**config.mk**
```make
export PLATFORM = sky130hd
export DESIGN_NAME = dyn_odt_ctrl
export DESIGN_NICKNAME = d
export VERILOG_FILES = /design/src/rtl/dyn_odt_pkg.sv /design/src/rtl/odt_write_seq.sv /design/src/rtl/odt_hold_timer.sv /design/src/rtl/odt_term_mux.sv /design/src/rtl/dyn_odt_ctrl.sv
export SDC_FILE = /design/constraint.sdc
export NUM_CORES = 1
export LEC_CHECK = 0
export ABC_AREA = 1
export BUFFER_PORTS_ARGS = -buffer_cell sky130_fd_sc_hd__buf_2
export CAP_MARGIN = 20
export CORE_AREA = 2 2 47 49
export CTS_CLUSTER_DIAMETER = 60
export DETAILED_ROUTE_END_ITERATION = 16
export DIE_AREA = 0 0 49 51
export GPL_ROUTABILITY_DRIVEN = 0
export PLACE_DENSITY = 0.69
export SLEW_MARGIN = 10
export SYNTH_ARGS = -nofsm -noshare
export SYNTH_HDL_FRONTEND = slang
export SYNTH_SLANG_ARGS = --single-unit
```
**constraint.sdc**
```tcl
create_clock -name clk -period 1.57 [get_ports clk]
set_clock_uncertainty 0.1 [all_clocks]
set_input_delay 0.314 -clock clk [delete_from_list [all_inputs] [get_ports clk]]
set_output_delay 0.314 -clock clk [all_outputs]
set_load 0.02 [all_outputs]
```
**src/rtl/dyn_odt_pkg.sv**
```systemverilog
package dyn_odt_pkg;

    typedef enum logic [1:0] {
        SEQ_IDLE  = 2'd0,
        SEQ_LEAD  = 2'd1,
        SEQ_WRITE = 2'd2
    } seq_state_t;

    typedef enum logic [1:0] {
        TC_OFF  = 2'd0,
        TC_NOM  = 2'd1,
        TC_WR_A = 2'd2,
        TC_WR_B = 2'd3
    } term_code_t;

    function automatic logic sel_enables(input logic [1:0] sel);
        return (sel == 2'b01) || (sel == 2'b10);
    endfunction

endpackage

```
**src/rtl/odt_write_seq.sv**
```systemverilog
module odt_write_seq
    import dyn_odt_pkg::*;
#(
    parameter int LAT_ON   = 2,
    parameter int LAT_OFF4 = 6,
    parameter int LAT_OFF8 = 8,
    parameter int CW       = 4
) (
    input  logic clk,
    input  logic rst_n,
    input  logic start,
    input  logic bl8,
    output logic wr_window,
    output logic idle
);
    localparam logic [CW-1:0] ON_C   = CW'(LAT_ON);
    localparam logic [CW-1:0] OFF4_C = CW'(LAT_OFF4);
    localparam logic [CW-1:0] OFF8_C = CW'(LAT_OFF8);
    localparam logic [CW-1:0] ONE_C  = CW'(1);

    seq_state_t    state, state_nx;
    logic [CW-1:0] lead_cnt, end_cnt;
    logic [CW-1:0] end_dec, end_new, end_ext;

    assign end_dec = (end_cnt == '0) ? '0 : end_cnt - ONE_C;
    assign end_new = bl8 ? OFF8_C : OFF4_C;
    assign end_ext = (end_dec > end_new) ? end_dec : end_new;

    always_ff @(posedge clk or negedge rst_n) begin
        if (!rst_n) state <= SEQ_IDLE;
        else        state <= state_nx;
    end

    always_comb begin
        state_nx = state;
        unique case (state)
            SEQ_IDLE: begin
                if (start) state_nx = (LAT_ON == 0) ? SEQ_WRITE : SEQ_LEAD;
            end
            SEQ_LEAD: begin
                if (lead_cnt <= ONE_C) state_nx = SEQ_WRITE;
                if (!start && end_cnt <= ONE_C) state_nx = SEQ_IDLE;
            end
            SEQ_WRITE: begin
                if (!start && end_cnt <= ONE_C) state_nx = SEQ_IDLE;
            end
            default: state_nx = SEQ_IDLE;
        endcase
    end

    always_ff @(posedge clk or negedge rst_n) begin
        if (!rst_n) begin
            lead_cnt <= '0;
            end_cnt  <= '0;
        end else if (state == SEQ_IDLE) begin
            lead_cnt <= start ? ON_C : '0;
            end_cnt  <= start ? end_new : '0;
        end else begin
            lead_cnt <= (lead_cnt == '0) ? '0 : lead_cnt - ONE_C;
            end_cnt  <= start ? end_ext : end_dec;
        end
    end

    always_comb begin
        wr_window = (state == SEQ_WRITE);
        idle      = (state == SEQ_IDLE);
    end

endmodule

```
**src/rtl/odt_hold_timer.sv**
```systemverilog
module odt_hold_timer #(
    parameter int HOLD4 = 4,
    parameter int HOLD8 = 6,
    parameter int CW    = 4
) (
    input  logic clk,
    input  logic rst_n,
    input  logic wr_cmd,
    input  logic bl8,
    output logic hold_active
);
    localparam logic [CW-1:0] H4_C  = CW'(HOLD4);
    localparam logic [CW-1:0] H8_C  = CW'(HOLD8);
    localparam logic [CW-1:0] ONE_C = CW'(1);

    logic [CW-1:0] hold_cnt, hold_dec, hold_new;

    assign hold_dec = (hold_cnt == '0) ? '0 : hold_cnt - ONE_C;
    assign hold_new = bl8 ? H8_C : H4_C;

    always_ff @(posedge clk or negedge rst_n) begin
        if (!rst_n)      hold_cnt <= '0;
        else if (wr_cmd) hold_cnt <= (hold_dec > hold_new) ? hold_dec : hold_new;
        else             hold_cnt <= hold_dec;
    end

    assign hold_active = (hold_cnt != '0);

endmodule

```
**src/rtl/odt_term_mux.sv**
```systemverilog
module odt_term_mux
    import dyn_odt_pkg::*;
(
    input  logic       wr_window,
    input  logic [1:0] wr_term_sel,
    input  logic       wl_mode,
    input  logic       nom_on,
    input  logic       odt_pin,
    input  logic       hold_active,
    output term_code_t code
);
    always_comb begin
        if (wr_window && !wl_mode && wr_term_sel == 2'b01)
            code = TC_WR_A;
        else if (wr_window && !wl_mode && wr_term_sel == 2'b10)
            code = TC_WR_B;
        else if (nom_on && (odt_pin || hold_active))
            code = TC_NOM;
        else
            code = TC_OFF;
    end

endmodule

```
**src/rtl/dyn_odt_ctrl.sv**
```systemverilog
module dyn_odt_ctrl
    import dyn_odt_pkg::*;
#(
    parameter int LAT_ON   = 2,
    parameter int LAT_OFF4 = 6,
    parameter int LAT_OFF8 = 8,
    parameter int HOLD4    = 4,
    parameter int HOLD8    = 6,
    parameter int NOM_W    = 3
) (
    input  logic             clk,
    input  logic             rst_n,
    input  logic [1:0]       wr_term_sel,
    input  logic [NOM_W-1:0] nom_term,
    input  logic             odt_pin,
    input  logic             wr_cmd,
    input  logic             wr_bl8,
    input  logic             wl_mode,
    output logic [1:0]       term_code
);
    localparam int LAT_MAX = (LAT_OFF8 > LAT_OFF4) ? LAT_OFF8 : LAT_OFF4;
    localparam int HLD_MAX = (HOLD8 > HOLD4) ? HOLD8 : HOLD4;
    localparam int ALL_MAX = (LAT_MAX > HLD_MAX) ? LAT_MAX : HLD_MAX;
    localparam int CW      = $clog2(ALL_MAX + 2);

    logic       start, wr_window, seq_idle, hold_active;
    term_code_t code;

    assign start = wr_cmd && sel_enables(wr_term_sel) && !wl_mode;

    odt_write_seq #(
        .LAT_ON(LAT_ON), .LAT_OFF4(LAT_OFF4), .LAT_OFF8(LAT_OFF8), .CW(CW)
    ) u_seq (
        .clk(clk), .rst_n(rst_n), .start(start), .bl8(wr_bl8),
        .wr_window(wr_window), .idle(seq_idle)
    );

    odt_hold_timer #(
        .HOLD4(HOLD4), .HOLD8(HOLD8), .CW(CW)
    ) u_hold (
        .clk(clk), .rst_n(rst_n), .wr_cmd(wr_cmd), .bl8(wr_bl8),
        .hold_active(hold_active)
    );

    odt_term_mux u_mux (
        .wr_window(wr_window), .wr_term_sel(wr_term_sel), .wl_mode(wl_mode),
        .nom_on(nom_term != '0), .odt_pin(odt_pin),
        .hold_active(hold_active), .code(code)
    );

    assign term_code = code;

endmodule

```
==> load_flow_metrics.sql, run 1 <==
INSERT INTO impl_metrics (metric_group, metric, value, unit) VALUES
('grt', 'grt_use_total', '16.50', '%'),
('setup_path', 'worstSetupEndpointType', 'register', ''),
('sta', 'finalCritPeriodShare', '113.1', '%'),
('floorplanning', 'dieHeight', '51', 'microns'),
('floorplanning', 'die_width', '49', 'microns'),
('route', 'ant_nets', '0', ''),
('finish', 'final_layout_size_suffix_gt1_share', '39.24', '%'),
('clock_tree', 'cts_buffer_depth', '2', ''),
('placed_design', 'pre_cts_ws', '-0.1839', 'ns'),
('finish', 'area.growth.synth_to_final', '39.56', '%'),
('route', 'vias', '915', ''),
('synth', 'number_of_nets_produced_by_synthesis', '141', ''),
('setup_path', 'arrival', '1.85', 'ns'),
('status', 'run_status', 'finished with violations', ''),
('synth', 'netlist_area', '917.1', 'sq um'),
('finish', 'antenna_cells_inserted', '0', ''),
('synth', 'yosys.cell_types.count', '24', ''),
('clock_tree', 'clock-sinks', '14', ''),
('route', 'route.detailed.drc', '0', ''),
('setup_path', 'required_time_reported_for_the_critical_path_endpoint', '1.65', 'ns'),
('synth', 'synthesis.area_per_instance', '7.396', 'sq um'),
('sta', 'fmax', '0.5633', 'GHz'),
('min_path', 'min_path_type', 'in2reg', ''),
('synth', 'yosys_warnings', '0', ''),
('sta', 'max_slew.worst_pin.slew', '0.3235', 'ns'),
('clock_tree', 'cts_root_buffer', 'sky130_fd_sc_hd__clkbuf_4', ''),
('grt', 'grt_max_degree', '15', ''),
('finish', 'nNetsFinal', '176', ''),
('sta', 'finalSetupTns', '-0.7926', 'ns'),
('run', 'maxCapViolCount', '0', ''),
('sta', 'timing.final.ws_setup', '-0.2054', 'ns'),
('placed_design', 'placement.io_buffers', '12', ''),
('setup_path', 'criticalPathCategory', 'reg2reg', ''),
('sta', 'final.min_clock_period', '1.775', 'ns'),
('grt', 'grt_pass1_vias', '815', ''),
('grt', 'grt_antenna_before_repair', '0', ''),
('clock_tree', 'htreeDepth', '1', ''),
('synth', 'synth_sequential_area_ratio', '38.20', '%'),
('setup_path', 'startpoint_type', 'register', ''),
('route', 'drt-initial-drc-count', '22', ''),
('floorplanning', 'row_count', '17', ''),
('pwr', 'total_leakage_power', '0.7000', 'nW'),
('route', 'drt-wirelength-per-cell', '10.95', 'microns'),
('grt', 'global_route.overflow_total', '0', ''),
('placed_design', 'dpl_cell_area', '1080', 'sq um'),
('placed_design', 'hpwlAfterDp', '1.392', 'mm'),
('sta', 'report.final.hold_viol_count', '0', ''),
('sta', 'finalSetupViolCount', '6', ''),
('clock_tree', 'worst_setup_hold_path_clk_slew', '0.09', 'ns'),
('pwr', 'ir_drop', '0.8449', 'mV'),
('sta', 'timing.final.max_slew_violations', '0', ''),
('sta', 'rsz0062_at_grt', 'true', ''),
('clock_tree', 'numCtsBuffers', '3', ''),
('synth', 'synth_seq_cells', '14', ''),
('route', 'detail_route.first_pass.iterations', '4', ''),
('pwr', 'powerDensity', '1180', 'nW/um^2'),
('finish', 'design_area_final', '1280', 'sq um'),
('status', 'violations_in_the_final_reports', 'setup timing', ''),
('grt', 'first_pass_grt_wire_length', '3.194', 'mm'),
('clock_tree', 'insertion_delay', '0.28', 'ns'),
('sta', 'max_slew_margin', '78.43', '%'),
('finish', 'post-route-util', '62.04', '%'),
('sta', 'final_hold_slack', '0.2966', 'ns'),
('synth', 'synth_cells', '124', ''),
('floorplanning', 'die-area', '2499', 'sq um'),
('route', 'route.final.wire_length', '2.037', 'mm'),
('floorplanning', 'core_region_area', '2063', 'sq um'),
('floorplanning', 'initial_core_util', '44.45', '%'),
('floorplanning', 'io_pins', '13', ''),
('route', 'routed_via_density', '4.919', ''),
('clock_tree', 'cts_tree', 'done', ''),
('setup_path', 'worstPathMaxFanout', '4', '');
## Yosys cell counts (all sizes together)
cell    number  area (sq um)
o32ai        1         8.760
nor3b        1         7.510
nand3        9         50.05
o21ai        6         33.78
nor3         4         20.02
ha           6         75.07
o21a         1         7.510
nand2       31         121.4
nor2        15         71.32
o211ai       1         7.510
nand4        2         12.51
nand3b       1         11.26
dfrtp       14         350.3
a21oi        8         47.55
inv         23         86.33
or2          1         6.260
## flip-flops by register name, indices dropped and copies added (netlist names)
signal	cells
u_hold.hold_cnt	4
u_seq.end_cnt	4
u_seq.lead_cnt	4
u_seq.state	2
## cells in the final DEF (no fill, tap or decap), drive strengths merged
cell type    netlist  routed
a21oi              8       8
buf                0      29
clkbuf             0       4
dfrtp             14      14
dlygate4sd3        0       1
ha                 6       6
inv               23      23
nand2             31      31
nand3              9       9
nand3b             1       1
nand4              2       2
nor2              15      15
nor3               4       4
nor3b              1       1
o211ai             1       1
o21a               1       1
o21ai              6       6
o32ai              1       1
or2                1       1
## worst max-delay path, cell delays in order (launching register included)
cell and delay [ns]:
sky130_fd_sc_hd__dfrtp_1 0.39, sky130_fd_sc_hd__inv_2 0.09, sky130_fd_sc_hd__nand2_2 0.06, sky130_fd_sc_hd__nand2_1 0.05, sky130_fd_sc_hd__o21a_1 0.12, sky130_fd_sc_hd__inv_1 0.04
sky130_fd_sc_hd__ha_1 0.27, sky130_fd_sc_hd__nand2_2 0.06, sky130_fd_sc_hd__o21ai_1 0.15, sky130_fd_sc_hd__nand2_2 0.08, sky130_fd_sc_hd__nand3_1 0.09, sky130_fd_sc_hd__nand2_1 0.06
sky130_fd_sc_hd__nand2_1 0.05, sky130_fd_sc_hd__nand2_1 0.05
## stage by stage
stage | total power, mW | cells
3_3_place_gp | 0.8947 | 172
2_1_floorplan | 0.8034 | 124
6_report | 1.511 | 186
5_1_grt | 1.606 | 186
3_5_place_dp | 0.9174 | 172
4_1_cts | 1.232 | 180
## cells by family (layout without fill, tap and decap cells)
| kind of cell | count (synthesis) | in the layout | share of synthesized area (%) |
|---|---|---|---|
| AOI/OAI and AO/OA | 17 | 17 | 11.46 |
| adders and majority gates | 6 | 6 | 8.185 |
| DFF | 14 | 14 | 38.20 |
| and+or+nand+nor | 64 | 64 | 32.74 |
| buffers and inverters | 23 | 57 | 9.413 |
## timing repair
action / CTS / global route
endpoints found under the setup margin: 7 / 7
buffers inserted: 3 / 6
hold endpoints to repair: 14 / 0
pin swaps: 0 / 8
resized for setup: 3 / 18
hold buffers: 1 / 0
## cell type report
cell class | count | area [sq um]
Clock buffer | 4 | 36.28
Timing Repair Buffer | 30 | 206.4
Inverter | 23 | 86.33
Sequential cell | 14 | 351.6
Multi-Input combinational cell | 87 | 564.3
Tap cell | 28 | 35.03
Fill cell | 168 | 783.3
## layer usage
metal	global-route usage [%]	wire length (microns)	vias up
met5	0	0	-
met4	2.857	7	0
met3	5.263	66	2
met2	31.74	1144	12
met1	17.84	818	434
li1	-	-	467
## where the power goes
part | internal, mW | total (mW) | leakage (nW) | switching, mW
Sequential | 0.411 | 0.466 | 0.184 | 0.0550
Clock | 0.141 | 0.262 | 0.0210 | 0.120
Combinational | 0.364 | 0.783 | 0.495 | 0.419
## path summary, 6_finish.rpt
kind / startpoint / to / slack, ns / depth (start not counted)
setup / recovery: u_seq.end_cnt[0]$_DFF_PN0_ / u_seq.end_cnt[3]$_DFF_PN0_ / -0.21 / 13
hold reg to reg: u_seq.lead_cnt[0]$_DFF_PN0_ / u_seq.lead_cnt[0]$_DFF_PN0_ / 0.38 / 1
setup reg to reg: u_seq.end_cnt[0]$_DFF_PN0_ / u_seq.end_cnt[3]$_DFF_PN0_ / -0.21 / 13
max in group asynchronous: rst_n / u_seq.state[1]$_DFFE_PN0P_ / 0.74 / 2
hold / removal: wr_cmd / u_hold.hold_cnt[1]$_DFF_PN0_ / 0.30 / 5
min in group asynchronous: rst_n / u_hold.hold_cnt[0]$_DFF_PN0_ / 0.36 / 2
(Power assumes the default switching activity.)
==> run 2, diff against run 1 <==
--- a/config.mk
+++ b/config.mk
@@ -8,10 +8,10 @@
 export ABC_AREA = 1
 export BUFFER_PORTS_ARGS = -buffer_cell sky130_fd_sc_hd__buf_2
 export CAP_MARGIN = 20
-export CORE_AREA = 2 2 47 49
+export CORE_AREA = 2 2 46 48
 export CTS_CLUSTER_DIAMETER = 60
 export DETAILED_ROUTE_END_ITERATION = 16
-export DIE_AREA = 0 0 49 51
+export DIE_AREA = 0 0 48 50
 export GPL_ROUTABILITY_DRIVEN = 0
 export PLACE_DENSITY = 0.69
 export SLEW_MARGIN = 10
==> constraint.sdc (replaced) <==
create_clock -name clk -period 2.05 [get_ports clk]
set_clock_uncertainty 0.1 [all_clocks]
set_input_delay 0.41 -clock clk [delete_from_list [all_inputs] [get_ports clk]]
set_output_delay 0.41 -clock clk [all_outputs]
set_load 0.02 [all_outputs]
==> run 2 against run 1 <==
  * The run now ends clean
  * Highest routed layer unchanged
  * Global-route usage up 1.1 points
  * Sequential power decreased by 23%
  * Via count is 10% lower
  * Die area down 4.0%
  * Maximum frequency decreased by 4.2%
  * Largest cell class unchanged
  * Clock-buffer cell count is the same
  * Critical endpoint unchanged
  * Hold slack improved by 0.018 ns
  * Clock power down 24%
==> load_flow_metrics.sql, run 2 (synthesis results as in run 1) <==
INSERT INTO impl_metrics (metric_group, metric, value, unit) VALUES
('status', 'run_status', 'completed', ''),
('finish', 'area_of_the_multi_input_gates', '480.5', 'sq um'),
('clock_tree', 'insertion_delay', '0.28', 'ns'),
('floorplanning', 'dieHeight', '50', 'microns'),
('setup_path', 'critical-path-max-stage-delay', '0.39', 'ns'),
('min_path', 'min_path_type', 'in2reg', ''),
('route', 'ant_nets', '0', ''),
('clock_tree', 'cts.repair.resized', '0', ''),
('route', 'drt-initial-drc-count', '8', ''),
('sta', 'timing.final.max_slew_violations', '0', ''),
('finish', 'mostFrequentLayoutCell', 'sky130_fd_sc_hd__nand2_1', ''),
('sta', 'finalCritPeriodShare', '90.42', '%'),
('placed_design', 'dpl_cell_area', '1011', 'sq um'),
('finish', 'post-route-util', '55.59', '%'),
('setup_path', 'required_time_reported_for_the_critical_path_endpoint', '2.13', 'ns'),
('finish', 'mostFrequentLayoutCells', 'sky130_fd_sc_hd__nand2_1 (29), sky130_fd_sc_hd__inv_1 (22), sky130_fd_sc_hd__dfrtp_1 (14)', ''),
('sta', 'max_slew.worst_pin.slew', '0.3032', 'ns'),
('grt', 'grt_antenna_before_repair', '0', ''),
('pwr', 'ir_drop', '0.5002', 'mV'),
('floorplanning', 'core_region_area', '1902', 'sq um'),
('finish', 'nNetsFinal', '159', ''),
('finish', 'design_area_final', '1057', 'sq um'),
('clock_tree', 'worst_setup_hold_path_clk_slew', '0.09', 'ns'),
('clock_tree', 'cts_tree', 'done', ''),
('route', 'detail_route.first_pass.iterations', '4', ''),
('sta', 'fmax', '0.5395', 'GHz'),
('setup_path', 'arrival', '1.93', 'ns'),
('setup_path', 'worstSetupEndpointType', 'register', ''),
('sta', 'final_hold_slack', '0.3145', 'ns'),
('floorplanning', 'initial_core_util', '48.22', '%'),
('grt', 'grt_use_total', '17.58', '%'),
('finish', 'area.growth.synth_to_final', '15.28', '%'),
('placed_design', 'hpwlAfterDp', '1.413', 'mm'),
('setup_path', 'startpoint_type', 'register', ''),
('clock_tree', 'numCtsBuffers', '3', ''),
('clock_tree', 'cts_root_buffer', 'sky130_fd_sc_hd__clkbuf_4', ''),
('pwr', 'finalPower', '0.8796', 'mW'),
('setup_path', 'path_cells', 'nor2_1 > a21oi_1 > ha_1 > a21oi_1 > o21ai_0 > nand2_2 > nand2_2 > nand2_1 > nand2_1 > nand2_1 > nand2_1', ''),
('floorplanning', 'io_pins', '13', ''),
('setup_path', 'worstPathMaxFanout', '4', ''),
('floorplanning', 'die-area', '2400', 'sq um'),
('finish', 'reg.largest.list', 'u_hold.hold_cnt: 4 flops, u_seq.end_cnt: 4 flops, u_seq.lead_cnt: 4 flops', ''),
('finish', 'antenna_cells_inserted', '0', ''),
('clock_tree', 'cts_hold_buffers_added', '1', ''),
('route', 'vias', '823', ''),
('setup_path', 'critical-path-slowest-cell', 'sky130_fd_sc_hd__dfrtp_1', ''),
('grt', 'grt_max_degree', '15', ''),
('grt', 'global_route.overflow_total', '0', ''),
('grt', 'first_pass_grt_wire_length', '3.015', 'mm'),
('pwr', 'total_leakage_power', '0.6018', 'nW'),
('placed_design', 'placement.io_buffers', '12', ''),
('setup_path', 'cp_common_cell', 'sky130_fd_sc_hd__nand2_1', ''),
('clock_tree', 'cts_buffer_depth', '2', ''),
('sta', 'rsz0062_at_grt', 'false', ''),
('clock_tree', 'htreeDepth', '1', ''),
('sta', 'finalSetupTns', '0', 'ns'),
('clock_tree', 'clock-sinks', '14', ''),
('sta', 'max_slew_margin', '79.63', '%'),
('pwr', 'powerDensity', '832.0', 'nW/um^2'),
('grt', 'grt_pass1_vias', '791', ''),
('floorplanning', 'row_count', '16', ''),
('route', 'route.detailed.drc', '0', ''),
('finish', 'fillers', '185', ''),
('route', 'routed_via_density', '4.899', ''),
('clock_tree', 'postCtsSetupBuffers', '0', ''),
('sta', 'finalSetupViolCount', '0', ''),
('run', 'maxCapViolCount', '0', ''),
('finish', 'final_layout_size_suffix_gt1_share', '19.86', '%'),
('finish', 'regArea', '350.3', 'sq um'),
('sta', 'final.min_clock_period', '1.854', 'ns'),
('floorplanning', 'die_width', '48', 'microns'),
('setup_path', 'r2r_slack', '0.20', 'ns'),
('setup_path', 'criticalPathCategory', 'reg2reg', ''),
('route', 'drt-wirelength-per-cell', '10.02', 'microns'),
('sta', 'report.final.hold_viol_count', '0', ''),
('route', 'route.final.wire_length', '1.683', 'mm');
[run 2: worst paths after layout]
kind / cells past startpoint / startpoint / endpoint
max: 11 / u_seq.end_cnt[2]$_DFF_PN0_ / u_seq.end_cnt[3]$_DFF_PN0_
min: 3 / wr_bl8 / u_seq.end_cnt[3]$_DFF_PN0_
max reg2reg: 11 / u_seq.end_cnt[2]$_DFF_PN0_ / u_seq.end_cnt[3]$_DFF_PN0_
min reg2reg: 1 / u_seq.lead_cnt[0]$_DFF_PN0_ / u_seq.lead_cnt[0]$_DFF_PN0_
max in group asynchronous: 2 / rst_n / u_seq.end_cnt[1]$_DFF_PN0_
min in group asynchronous: 2 / rst_n / u_seq.lead_cnt[3]$_DFF_PN0_
[run 2: metal layers]
| layer | wire (microns) | up-vias | track usage, % |
|---|---|---|---|
| met3 | 64 | 2 | 3.297 |
| met4 | 20 | 0 | 8.108 |
| met2 | 820 | 17 | 29.56 |
| met5 | 0 | - | 0 |
| li1 | - | 433 | - |
| met1 | 778 | 371 | 20.41 |
[run 2: critical path, delay by kind of cell, from the launching register on]
kind                     cells  cell delay [ns]
AO/OA/AOI/OAI                3             0.54
AND/OR/NAND/NOR              7             0.40
flip-flops                   1             0.39
adder cells (fa/ha/maj)      1             0.31
[run 2: power by group]
part / switching, mW / internal (mW) / total, mW
clock network: 0.0919 / 0.108 / 0.200
registers: 0.0418 / 0.315 / 0.357
logic: 0.197 / 0.126 / 0.323
total: 0.330 / 0.549 / 0.880
[run 2: stage by stage]
step | setup WS, ns | cells
after floorplan | 0.3478 | 124
after global placement | 0.2381 | 163
after detailed placement | 0.2072 | 163
after CTS | 0.1915 | 168
after global routing | 0.01499 | 168
final | 0.1965 | 168
[run 2: cell type report]
class | count | share of cell area (%)
inverters | 23 | 8.166
clock buffers | 4 | 3.432
multi-input cells | 87 | 45.44
well taps | 27 | 3.195
repair buffers | 13 | 6.627
flip-flops and latches | 14 | 33.14
